### config.mk
export PLATFORM = sky130hd
export DESIGN_NAME = vec_irq_ctrl
export DESIGN_NICKNAME = d
export VERILOG_FILES = /design/src/rtl/vic_pkg.sv /design/src/rtl/vic_prio_mask.sv /design/src/rtl/vic_slot_arb.sv /design/src/rtl/vic_nest_stack.sv /design/src/rtl/vec_irq_ctrl.sv
export SDC_FILE = /design/constraint.sdc
export NUM_CORES = 2
export LEC_CHECK = 0
export BUFFER_PORTS_ARGS = -buffer_cell sky130_fd_sc_hd__buf_2
export CAP_MARGIN = 20
export CORE_ASPECT_RATIO = 1.25
export CORE_MARGIN = 8
export CORE_UTILIZATION = 25
export CTS_BUF_LIST = sky130_fd_sc_hd__clkbuf_16
export DETAILED_ROUTE_END_ITERATION = 8
export HOLD_SLACK_MARGIN = 0.03
export PLACE_DENSITY = 0.43
export RECOVER_POWER = 25
export SYNTH_ARGS = -nofsm -noshare
export SYNTH_HDL_FRONTEND = slang
export SYNTH_SLANG_ARGS = --single-unit
### constraint.sdc
create_clock -name clk -period 7.2 [get_ports clk]
set_input_delay 1.08 -clock clk [delete_from_list [all_inputs] [get_ports clk]]
set_output_delay 1.08 -clock clk [all_outputs]
set_load 0.005 [all_outputs]
### src/rtl/vic_pkg.sv
package vic_pkg;
  localparam logic [7:0] OFF_PEND    = 8'h00;
  localparam logic [7:0] OFF_RAW     = 8'h01;
  localparam logic [7:0] OFF_ENA     = 8'h02;
  localparam logic [7:0] OFF_ENA_CLR = 8'h03;
  localparam logic [7:0] OFF_VECT    = 8'h04;
  localparam logic [7:0] OFF_DFLT    = 8'h05;
  localparam logic [7:0] OFF_MASKED  = 8'h06;
  localparam logic [2:0] PAGE_SLOT_ADR = 3'b010;
  localparam logic [2:0] PAGE_SLOT_CTL = 3'b011;
endpackage

### src/rtl/vic_prio_mask.sv
module vic_prio_mask #(
  parameter int NUM_SRC   = 32,
  parameter int NUM_SLOTS = 16,
  parameter int SRC_W     = $clog2(NUM_SRC),
  parameter int LVL_W     = $clog2(NUM_SLOTS + 2)
) (
  input  logic [NUM_SLOTS-1:0]            slot_en,
  input  logic [NUM_SLOTS-1:0][SRC_W-1:0] slot_src,
  input  logic                            nest_empty,
  input  logic [LVL_W-1:0]                level,
  output logic [NUM_SRC-1:0]              allowed
);
  logic [NUM_SLOTS-1:0][NUM_SRC-1:0] slot_bit;
  logic [NUM_SLOTS-1:0][NUM_SRC-1:0] cum;

  for (genvar g = 0; g < NUM_SLOTS; g++) begin : g_bit
    assign slot_bit[g] = slot_en[g] ? (NUM_SRC'(1) << slot_src[g]) : '0;
  end

  // running OR: cum[i] covers slots 0..i inclusive
  always_comb begin
    cum[0] = slot_bit[0];
    for (int i = 1; i < NUM_SLOTS; i++) cum[i] = cum[i-1] | slot_bit[i];
  end

  always_comb begin
    allowed = '0;
    if (nest_empty) begin
      allowed = '1;
    end else begin
      for (int i = 0; i < NUM_SLOTS; i++)
        if (LVL_W'(i + 1) == level) allowed = cum[i];
    end
  end
endmodule

### src/rtl/vic_slot_arb.sv
module vic_slot_arb #(
  parameter int NUM_SRC   = 32,
  parameter int NUM_SLOTS = 16,
  parameter int SRC_W     = $clog2(NUM_SRC),
  parameter int SLOT_W    = $clog2(NUM_SLOTS),
  parameter int LVL_W     = $clog2(NUM_SLOTS + 2)
) (
  input  logic                            clk,
  input  logic                            rst_n,
  input  logic [NUM_SLOTS-1:0]            slot_en,
  input  logic [NUM_SLOTS-1:0][SRC_W-1:0] slot_src,
  input  logic [NUM_SRC-1:0]              masked,
  input  logic [LVL_W-1:0]                limit,
  output logic                            hit,
  output logic [SLOT_W-1:0]               idx
);
  logic [NUM_SLOTS-1:0] cand;

  for (genvar g = 0; g < NUM_SLOTS; g++) begin : g_cand
    assign cand[g] = slot_en[g] && masked[slot_src[g]] && (LVL_W'(g) < limit);
  end

  // lowest index wins
  always_comb begin
    hit = 1'b0;
    idx = '0;
    for (int i = NUM_SLOTS - 1; i >= 0; i--) begin
      if (cand[i]) begin
        hit = 1'b1;
        idx = SLOT_W'(i);
      end
    end
  end

  // a granted slot is enabled and its bound source is pending
  a_r6_grant_pending: assert property (@(posedge clk) disable iff (!rst_n)
    hit |-> (slot_en[idx] && masked[slot_src[idx]]));
  // a granted slot lies above the in-service level
  a_r8_grant_below_limit: assert property (@(posedge clk) disable iff (!rst_n)
    hit |-> (LVL_W'(idx) < limit));
endmodule

### src/rtl/vic_nest_stack.sv
module vic_nest_stack #(
  parameter int DEPTH = 17,
  parameter int LVL_W = 5
) (
  input  logic             clk,
  input  logic             rst_n,
  input  logic             push,
  input  logic [LVL_W-1:0] push_lvl,
  input  logic             pop,
  output logic [LVL_W-1:0] top,
  output logic             empty,
  output logic             full
);
  localparam int CNT_W = $clog2(DEPTH + 1);

  logic [DEPTH-1:0][LVL_W-1:0] mem_q;
  logic [CNT_W-1:0]            cnt_q;
  logic [CNT_W-1:0]            top_idx;

  assign empty   = (cnt_q == '0);
  assign full    = (cnt_q == CNT_W'(DEPTH));
  assign top_idx = cnt_q - CNT_W'(1);

  always_comb begin
    top = '0;
    for (int i = 0; i < DEPTH; i++)
      if (!empty && top_idx == CNT_W'(i)) top = mem_q[i];
  end

  always_ff @(posedge clk) begin
    if (!rst_n) begin
      cnt_q <= '0;
      mem_q <= '0;
    end else if (push && !full) begin
      for (int i = 0; i < DEPTH; i++)
        if (cnt_q == CNT_W'(i)) mem_q[i] <= push_lvl;
      cnt_q <= cnt_q + CNT_W'(1);
    end else if (pop && !empty) begin
      cnt_q <= cnt_q - CNT_W'(1);
    end
  end

  a_r9_depth_bound: assert property (@(posedge clk) disable iff (!rst_n)
    cnt_q <= CNT_W'(DEPTH));
  a_r9_push_records: assert property (@(posedge clk) disable iff (!rst_n)
    (push && !full) |=> (!empty && top == $past(push_lvl)));
  a_r9_pop_shrinks: assert property (@(posedge clk) disable iff (!rst_n)
    (pop && !push && !empty) |=> (cnt_q == $past(cnt_q) - CNT_W'(1)));
  a_r9_full_holds: assert property (@(posedge clk) disable iff (!rst_n)
    (push && full) |=> $stable(cnt_q));
endmodule

### src/rtl/vec_irq_ctrl.sv
module vec_irq_ctrl #(
  parameter int NUM_SRC    = 32,
  parameter int NUM_SLOTS  = 16,
  parameter int DATA_W     = 32,
  parameter int NEST_DEPTH = NUM_SLOTS + 1
) (
  input  logic               clk,
  input  logic               rst_n,
  input  logic [NUM_SRC-1:0] irq_src,
  input  logic               req_valid,
  input  logic               req_write,
  input  logic [7:0]         req_addr,
  input  logic [DATA_W-1:0]  req_wdata,
  output logic               rd_valid,
  output logic [DATA_W-1:0]  rd_data,
  output logic               irq
);
  import vic_pkg::*;

  localparam int SRC_W  = $clog2(NUM_SRC);
  localparam int SLOT_W = $clog2(NUM_SLOTS);
  localparam int LVL_W  = $clog2(NUM_SLOTS + 2);

  logic [NUM_SRC-1:0]              raw_q, en_q, masked, allowed, pend;
  logic [DATA_W-1:0]               dflt_q;
  logic [NUM_SLOTS-1:0]            slot_en_q;
  logic [NUM_SLOTS-1:0][SRC_W-1:0] slot_src_q;
  logic [NUM_SLOTS-1:0][DATA_W-1:0] slot_vec_q;

  logic              acc_wr, acc_rd, vect_rd, vect_wr;
  logic              pg_adr, pg_ctl;
  logic [4:0]        slot_sel;
  logic              arb_hit;
  logic [SLOT_W-1:0] arb_idx;
  logic [LVL_W-1:0]  nest_top, limit, push_lvl;
  logic              nest_empty, nest_full;
  logic [DATA_W-1:0] vect_val, slot_rd, rd_mux;

  assign acc_wr   = req_valid && req_write;
  assign acc_rd   = req_valid && !req_write;
  assign vect_rd  = acc_rd && (req_addr == OFF_VECT);
  assign vect_wr  = acc_wr && (req_addr == OFF_VECT);
  assign pg_adr   = (req_addr[7:5] == PAGE_SLOT_ADR);
  assign pg_ctl   = (req_addr[7:5] == PAGE_SLOT_CTL);
  assign slot_sel = req_addr[4:0];

  assign masked = raw_q & en_q;
  assign pend   = masked & allowed;
  assign irq    = |pend;
  assign limit  = nest_empty ? LVL_W'(NUM_SLOTS + 1) : nest_top;

  vic_prio_mask #(.NUM_SRC(NUM_SRC), .NUM_SLOTS(NUM_SLOTS), .SRC_W(SRC_W), .LVL_W(LVL_W)) u_prio (
    .slot_en(slot_en_q), .slot_src(slot_src_q), .nest_empty(nest_empty),
    .level(nest_top), .allowed(allowed));

  vic_slot_arb #(.NUM_SRC(NUM_SRC), .NUM_SLOTS(NUM_SLOTS), .SRC_W(SRC_W),
                 .SLOT_W(SLOT_W), .LVL_W(LVL_W)) u_arb (
    .clk(clk), .rst_n(rst_n), .slot_en(slot_en_q), .slot_src(slot_src_q),
    .masked(masked), .limit(limit), .hit(arb_hit), .idx(arb_idx));

  assign push_lvl = arb_hit ? LVL_W'(arb_idx) : LVL_W'(NUM_SLOTS);

  vic_nest_stack #(.DEPTH(NEST_DEPTH), .LVL_W(LVL_W)) u_nest (
    .clk(clk), .rst_n(rst_n), .push(vect_rd), .push_lvl(push_lvl), .pop(vect_wr),
    .top(nest_top), .empty(nest_empty), .full(nest_full));

  always_comb begin
    vect_val = dflt_q;
    for (int i = 0; i < NUM_SLOTS; i++)
      if (arb_hit && arb_idx == SLOT_W'(i)) vect_val = slot_vec_q[i];
  end

  always_comb begin
    slot_rd = '0;
    for (int i = 0; i < NUM_SLOTS; i++) begin
      if (slot_sel == 5'(i)) begin
        if (pg_adr) slot_rd = slot_vec_q[i];
        if (pg_ctl) slot_rd = DATA_W'({slot_en_q[i], slot_src_q[i]});
      end
    end
  end

  always_comb begin
    case (req_addr)
      OFF_PEND:   rd_mux = DATA_W'(pend);
      OFF_RAW:    rd_mux = DATA_W'(raw_q);
      OFF_ENA:    rd_mux = DATA_W'(en_q);
      OFF_VECT:   rd_mux = vect_val;
      OFF_DFLT:   rd_mux = dflt_q;
      OFF_MASKED: rd_mux = DATA_W'(masked);
      default:    rd_mux = slot_rd;
    endcase
  end

  always_ff @(posedge clk) begin
    if (!rst_n) begin
      raw_q      <= '0;
      en_q       <= '0;
      dflt_q     <= '0;
      slot_en_q  <= '0;
      slot_src_q <= '0;
      slot_vec_q <= '0;
      rd_valid   <= 1'b0;
      rd_data    <= '0;
    end else begin
      raw_q    <= irq_src;
      rd_valid <= acc_rd;
      rd_data  <= acc_rd ? rd_mux : '0;
      if (acc_wr) begin
        case (req_addr)
          OFF_ENA:     en_q   <= en_q | req_wdata[NUM_SRC-1:0];
          OFF_ENA_CLR: en_q   <= en_q & ~req_wdata[NUM_SRC-1:0];
          OFF_DFLT:    dflt_q <= req_wdata;
          default: ;
        endcase
        for (int i = 0; i < NUM_SLOTS; i++) begin
          if (slot_sel == 5'(i) && pg_adr) slot_vec_q[i] <= req_wdata;
          if (slot_sel == 5'(i) && pg_ctl) begin
            slot_en_q[i]  <= req_wdata[SRC_W];
            slot_src_q[i] <= req_wdata[SRC_W-1:0];
          end
        end
      end
    end
  end

  a_r11_rd_follows_read: assert property (@(posedge clk) disable iff (!rst_n)
    rd_valid |-> $past(acc_rd));
  a_r2_set_bits_land: assert property (@(posedge clk) disable iff (!rst_n)
    (acc_wr && req_addr == OFF_ENA) |=>
      ((en_q & $past(req_wdata[NUM_SRC-1:0])) == $past(req_wdata[NUM_SRC-1:0])));
  a_r3_clear_bits_land: assert property (@(posedge clk) disable iff (!rst_n)
    (acc_wr && req_addr == OFF_ENA_CLR) |=> ((en_q & $past(req_wdata[NUM_SRC-1:0])) == '0));
  a_r10_irq_needs_enabled: assert property (@(posedge clk) disable iff (!rst_n)
    irq |-> |(raw_q & en_q));
  a_r8_top_level_silences: assert property (@(posedge clk) disable iff (!rst_n)
    (!nest_empty && nest_top == '0) |-> !irq);
  a_r7_default_level_push: assert property (@(posedge clk) disable iff (!rst_n)
    (vect_rd && !arb_hit && !nest_full) |=> (!nest_empty && nest_top == LVL_W'(NUM_SLOTS)));
endmodule

After elaboration in Yosys (flattened, before gate mapping)
Cells that the tools add are included.
{"block": "word_totals", "regBits": 827, "in_bits": 76, "out_inout_bits": 34}
{"block": "classes", "n_addsub": 2, "magnitude_cmp": 32, "eq_ne": 87, "shifts": 16, "mux": 184, "bitwise_logic": 20, "n_reduce_logical": 166}
{"op": "32-bit two-way mux", "n": 97}
{"op": "32-bit OR", "n": 16}
{"op": "1-bit by 5-bit left shift with 32-bit output, first input constant", "n": 16}
{"op": "32-bit one-hot mux with 6 select lines", "n": 1}
{"op": "5-bit by 4-bit == test with 1-bit output, second input constant", "n": 24}
{"op": "5-bit two-way mux", "n": 21}
{"op": "2-bit AND reduction", "n": 52}
{"op": "1-bit logical AND", "n": 103}
{"op": "32-bit bitwise AND", "n": 3}
{"op": "5-bit by 6-bit < comparator with 1-bit output, second input constant", "n": 16}
{"op": "1-bit binary-select mux with 5-bit select", "n": 16}
{"op": "4-bit two-way mux", "n": 16}
{"op": "32-bit one-hot mux with 2 select lines", "n": 1}
{"op": "5-bit by 3-bit == test with 1-bit output, second input constant", "n": 12}
{"op": "4-bit by 5-bit == test with 1-bit output, first input constant", "n": 8}
{"op": "4-bit by 5-bit < comparator with 1-bit output, first input constant", "n": 8}
{"op": "4-bit == test, second input constant", "n": 8}
{"op": "1-bit two-way mux", "n": 32}
{"op": "32-bit inverter", "n": 1}
{"op": "32-bit OR reduction", "n": 1}
{"op": "5-bit by 2-bit == test with 1-bit output, second input constant", "n": 6}
{"op": "8-bit by 3-bit == test with 1-bit output, second input constant", "n": 3}
{"op": "3-bit by 5-bit == test with 1-bit output, first input constant", "n": 4}
{"op": "3-bit by 5-bit < comparator with 1-bit output, first input constant", "n": 4}
{"op": "other kinds (20)", "n": 38}

Logic depth before layout (Yosys ltp)
{"block": "depth", "word_depth": 58, "depth_mapped": 25, "mapped_depth_nobuf": 17}

Cells and area by module
From an unflattened synthesis, not the netlist that was laid out.
{"block": "hier_totals", "hier_cells": 7817, "area_unflattened_um2": 57776.7}
{"module": "vec_irq_ctrl", "instances": 1, "cells_per_inst": 5273, "area_per_inst_um2": 38585.8}
{"module": "vic_prio_mask", "instances": 1, "cells_per_inst": 1575, "area_per_inst_um2": 9386.5}
{"module": "vic_nest_stack", "instances": 1, "cells_per_inst": 613, "area_per_inst_um2": 5205.0}
{"module": "vic_slot_arb", "instances": 1, "cells_per_inst": 356, "area_per_inst_um2": 4599.4}

Worst setup path before layout
OpenSTA, ideal clock, no wires.
{"block": "synth_timing", "path_kind": "register -> output", "start": "register u_nest.cnt_q[0]", "end": "output irq", "arrival_ns": 4.874, "t_required_ns": 6.120, "path_slack_ns": 1.246, "path_stages_with_launch": 21, "path_buffers": 4, "cell_sequence": "dfxtp_1 inv_1 ha_1 clkbuf_2 and4bb_1 buf_2 buf_2 o221ai_1 o311ai_4 a2111o_1 o221a_2 buf_6 o211ai_2 nor2_2 o32a_1 a221o_1 o311ai_2 o21ai_1 or4_1 nor4_1 nand3_1"}
{"block": "synth_via", "elab_chain_len": 40, "elab_cells_between_ends": 89, "cone_classes": "1 x add/sub; 32 x eq/ne; 34 x mux; 1 x bitwise; 21 x reduce/logical"}
{"item": "start: declaration", "line": "vic_nest_stack.sv:17", "source": "logic [CNT_W-1:0] cnt_q;"}
{"item": "start signal: assignment", "line": "vic_nest_stack.sv:37", "source": "cnt_q <= cnt_q + CNT_W'(1);"}
{"item": "start signal: assignment", "line": "vic_nest_stack.sv:39", "source": "cnt_q <= cnt_q - CNT_W'(1);"}
{"item": "5-bit by 1-bit subtractor with 5-bit output / 5-bit logical NOT (equally long branches)", "line": "vic_nest_stack.sv:22, vic_nest_stack.sv:20"}
{"item": "5-bit logical NOT / 1-bit logical NOT (equally long branches)", "line": "vic_nest_stack.sv:27", "source": "if (!empty && top_idx == CNT_W'(i)) top = mem_q[i];"}
{"item": "1-bit logical AND", "line": "vic_nest_stack.sv:27"}
{"item": "5-bit two-way mux (17 in series)", "line": "vic_nest_stack.sv:27"}
{"item": "1-bit by 5-bit == test with 1-bit output", "line": "vic_prio_mask.sv:32", "source": "if (LVL_W'(i + 1) == level) allowed = cum[i];"}
{"item": "32-bit two-way mux (16 in series)", "line": "vic_prio_mask.sv:32"}
{"item": "32-bit two-way mux (*)", "line": "vic_prio_mask.sv:28", "source": "if (nest_empty) begin"}
{"item": "32-bit bitwise AND (*)", "line": "vec_irq_ctrl.sv:48", "source": "assign pend = masked & allowed;"}
{"item": "32-bit OR reduction (*)", "line": "vec_irq_ctrl.sv:49", "source": "assign irq = |pend;"}
{"item": "end: declaration", "line": "vec_irq_ctrl.sv:16", "source": "output logic irq"}
Every way passes the cells marked *; elsewhere a longest branch is shown, timed or not.

Final worst setup path
Ends and elaborated chain as after synthesis.

==> flow_metrics.py <==
metrics = {
    "outcome": {
        "outcome": "complete, but fails checks",
        "violations": "design-rule violations, max-capacitance violations, max-slew violations, negative setup slack",
    },
    "die": {
        "core_um2": 223000,
        "dieArea_um2": 238000,
        "dieHeight_um": 544,
        "std_cell_rows": 194,
        "ios": 110,
        "initial_core_util_pct": 25.0,
        "die_w_um": 438,
    },
    "synth": {
        "synth_cell_types": 123,
        "netlist_area_um2": 55800,
        "avgSynthCellArea_um2": 7.46,
        "synth-xor-area-share_pct": 0.0785,
        "synth_common_cells": "nand2_1, a21oi_1, dfxtp_1, clkbuf_1, nor2_1",
        "synth-simple-area-share_pct": 23.4,
        "synth_cells": 7478,
        "synth_mux_area_share_pct": 10.8,
        "yosys_warnings": 0,
        "synth_compound_area_share_pct": 30.3,
        "yosysSeqAreaShare_pct": 29.7,
        "synth_nets": 7562,
        "synth-seq-cells": 827,
        "yosys.area.top_type": "dfxtp_1",
        "synth.most_common_cell": "nand2_1",
        "synthFlopType": "dfxtp_1",
        "synth_top_family_by_area": "compound AO/OA/AOI/OAI gates",
        "synthArstFlopShare_pct": 0,
        "synth-edff-count": 0,
        "synth_area_leaders": "dfxtp_1, nand2_1, a21oi_1, mux4_2, clkbuf_1",
        "yosysTopAreaCellShare_pct": 29.7,
        "synthAdderAreaFrac_pct": 0.180,
    },
    "power_and_ir_drop": {
        "p_per_area_nw_per_um2": 146,
        "power_w": 0.0107,
        "p_leak_nw": 25.3,
        "ir_drop_v": 0.000198,
    },
    "final_layout": {
        "fin_util_pct": 32.8,
        "nNetsFinal": 8257,
        "area_delta_synth_final_pct": 31.0,
        "final_cells": 11219,
        "drive_above_1_share_pct": 25.1,
        "n_fill_cell": 23667,
    },
    "sta": {
        "maxSlewHeadroom_pct": -65.9,
        "setup_violations": 3,
        "setup_ws_ns": -0.205,
        "fin_skew_ns": 0.0596,
        "period_share_pct": 103,
        "max_freq_ghz": 0.135,
        "tightestPinTransition_ns": 2.49,
        "final_max_slew_viol_count": 248,
        "finalCriticalPeriod_ns": 7.41,
        "grt_setup_unrepaired": "true",
        "hold_viol_final": 0,
    },
    "global_route": {
        "grt_pass1_vias": 66556,
        "overflow": 0,
        "antenna_found_initial": 35,
        "grt_max_degree": 124,
        "grt_pass1_wl_mm": 613,
        "grtUsageTotal_pct": 37.1,
    },
    "drt": {
        "ant_nets": 0,
        "vias_per_cell": 6.25,
        "firstDrtPassIters": 9,
        "first_iter_violations": 9306,
        "finalWirelength_mm": 465,
        "wire_per_inst_um": 41.4,
        "drc": 1,
        "vias": 70153,
    },
    "job": {
        "drv_cap": 2,
    },
    "clocking": {
        "clockRootBuffer": "clkbuf_16",
        "cts_sinks": 827,
        "cts_tree": "built",
        "clkTransAtPathRegs_ns": 0.07,
        "clock_path_buffers": 3,
        "hold_buffers": 0,
        "htree_levels": 3,
        "clock_latency_ns": 0.79,
        "cts_buffers": 98,
    },
    "critical_path": {
        "path_class": "reg -> out",
        "regToRegStartpoint": "raw_q[0]",
        "cp-startpoint": "u_nest.cnt_q[0]",
        "crit_required_ns": 6.12,
        "arrival_ns": 6.33,
        "cp-end-kind": "output port",
        "cp-start-kind": "flip-flop",
        "crit_fanout": 6,
    },
    "placed_design": {
        "dp_cells": 10938,
        "io_buffers": 109,
        "gp_congestion": 1.06,
        "pre_cts_ws_ns": -0.826,
        "hpwl_mm": 358,
    },
    "worst_hold_path": {
        "hp-start": "slot_vec_q[62]",
        "hp-class": "reg -> reg",
    },
}
[per-stage QoR]
stage | area [um2] | TNS (ns) | hold WS (ns)
after floorplan | 55800 | 0 | 0.436
after global placement | 67000 | -1.19 | 0.454
after detailed placement | 67100 | -0.902 | 0.461
after CTS | 72500 | -0.0894 | 0.454
after global routing | 73000 | -0.956 | 0.480
final | 73000 | -0.276 | 0.470
[critical path, cell delays in order, from the launching register on]
cell,delay [ns]
dfxtp_2,0.33
buf_6,0.13
or3_4,0.39
buf_6,0.15
a32oi_4,0.34
nor2_4,0.07
a22oi_2,0.26
nand4_1,0.21
buf_4,0.21
a221o_2,0.43
buf_12,0.16
buf_6,0.13
a211oi_2,0.40
buf_4,0.21
buf_4,0.11
nand2_1,0.14
buf_4,0.20
o2bb2ai_2,0.24
nor4_2,0.10
buf_4,0.19
a211oi_2,0.46
o31ai_2,0.12
buf_4,0.17
nand4_1,0.09
nor3b_2,0.07
nand3_4,0.10
buf_6,0.11
[path summary, 6_finish.rpt]
| check | slack, ns | end | depth (start not counted) |
|---|---|---|---|
| worst min register to register | 0.47 | slot_vec_q[62] | 2 |
| worst min-delay path | 0.47 | slot_vec_q[62] | 2 |
| worst max register to register | -0.06 | rd_data[22] | 19 |
| worst max-delay path | -0.21 | irq | 26 |
[where the power goes]
group | leakage (nW) | internal (W) | switching, W
registers | 6.67 | 0.00459 | 0.0000363
clock network | 1.74 | 0.00325 | 0.00237
logic | 16.8 | 0.0000671 | 0.000358
[cell usage in the layout, fill, tap and decap left out, types with 32 or more instances in the layout]
cell type	count
and2_1	63
o21ai_1	38
a22oi_1	167
nor2_1	435
or2_2	33
a21o_1	67
a221oi_1	41
o21ai_0	303
nand4_1	76
nor3_1	83
mux2i_1	206
a21oi_1	902
nor2b_1	58
o221ai_1	79
and3_1	34
a31oi_1	74
inv_1	37
mux4_2	146
nor4_1	35
clkbuf_1	37
dfxtp_1	820
mux2_2	59
o22a_1	32
nor2_4	37
buf_12	71
buf_6	54
a311oi_1	36
a211oi_1	60
buf_2	76
clkbuf_16	100
o22ai_1	95
o211ai_1	79
a222oi_1	76
nand3_1	163
nand2_1	1576
buf_4	1086
nand2b_1	62
[flip-flops by register name (all words and copies together) (netlist names), named ones only]
| register | flops |
|---|---|
| dflt_q | 32 |
| u_nest.cnt_q | 5 |
| slot_en_q | 16 |
| u_nest.mem_q | 85 |
| rd_valid | 1 |
| raw_q | 32 |
| slot_vec_q | 512 |
| slot_src_q | 80 |
| rd_data | 32 |
[cell families after synthesis]
family                     count (synthesis)
buffers and inverters                    773
muxes                                    412
adders and majority gates                  8
and+or+nand+nor                         2921
xor gates and xnor gates                   5
DFF                                      827
AOI/OAI and AO/OA                       2532
[cell type report]
type	count	area, um2	share of cell area [%]
Timing Repair Buffer	1340	10900	14.9
Clock inverter	83	981	1.34
Antenna cell	23	57.6	0.0788
Tap cell	2940	3680	5.04
Sequential cell	827	16600	22.7
Inverter	28	109	0.149
Multi-Input combinational cell	5878	38200	52.4
Clock buffer	100	2500	3.43
[per-layer routing]
metal	GRT usage (%)	share of wire (%)
met1	39.8	34
met2	62.0	46
met3	6.58	7.3
met4	34.2	12
met5	0.0398	0.011
[what timing repair did]
item                                    CTS  global route
endpoints found under the setup margin    4             3
buffers inserted                         64            14
gates cloned                              1             0
pin swaps                                78            65
resized for setup                       313            82
Note: power is estimated with default switching activity, not from simulation.
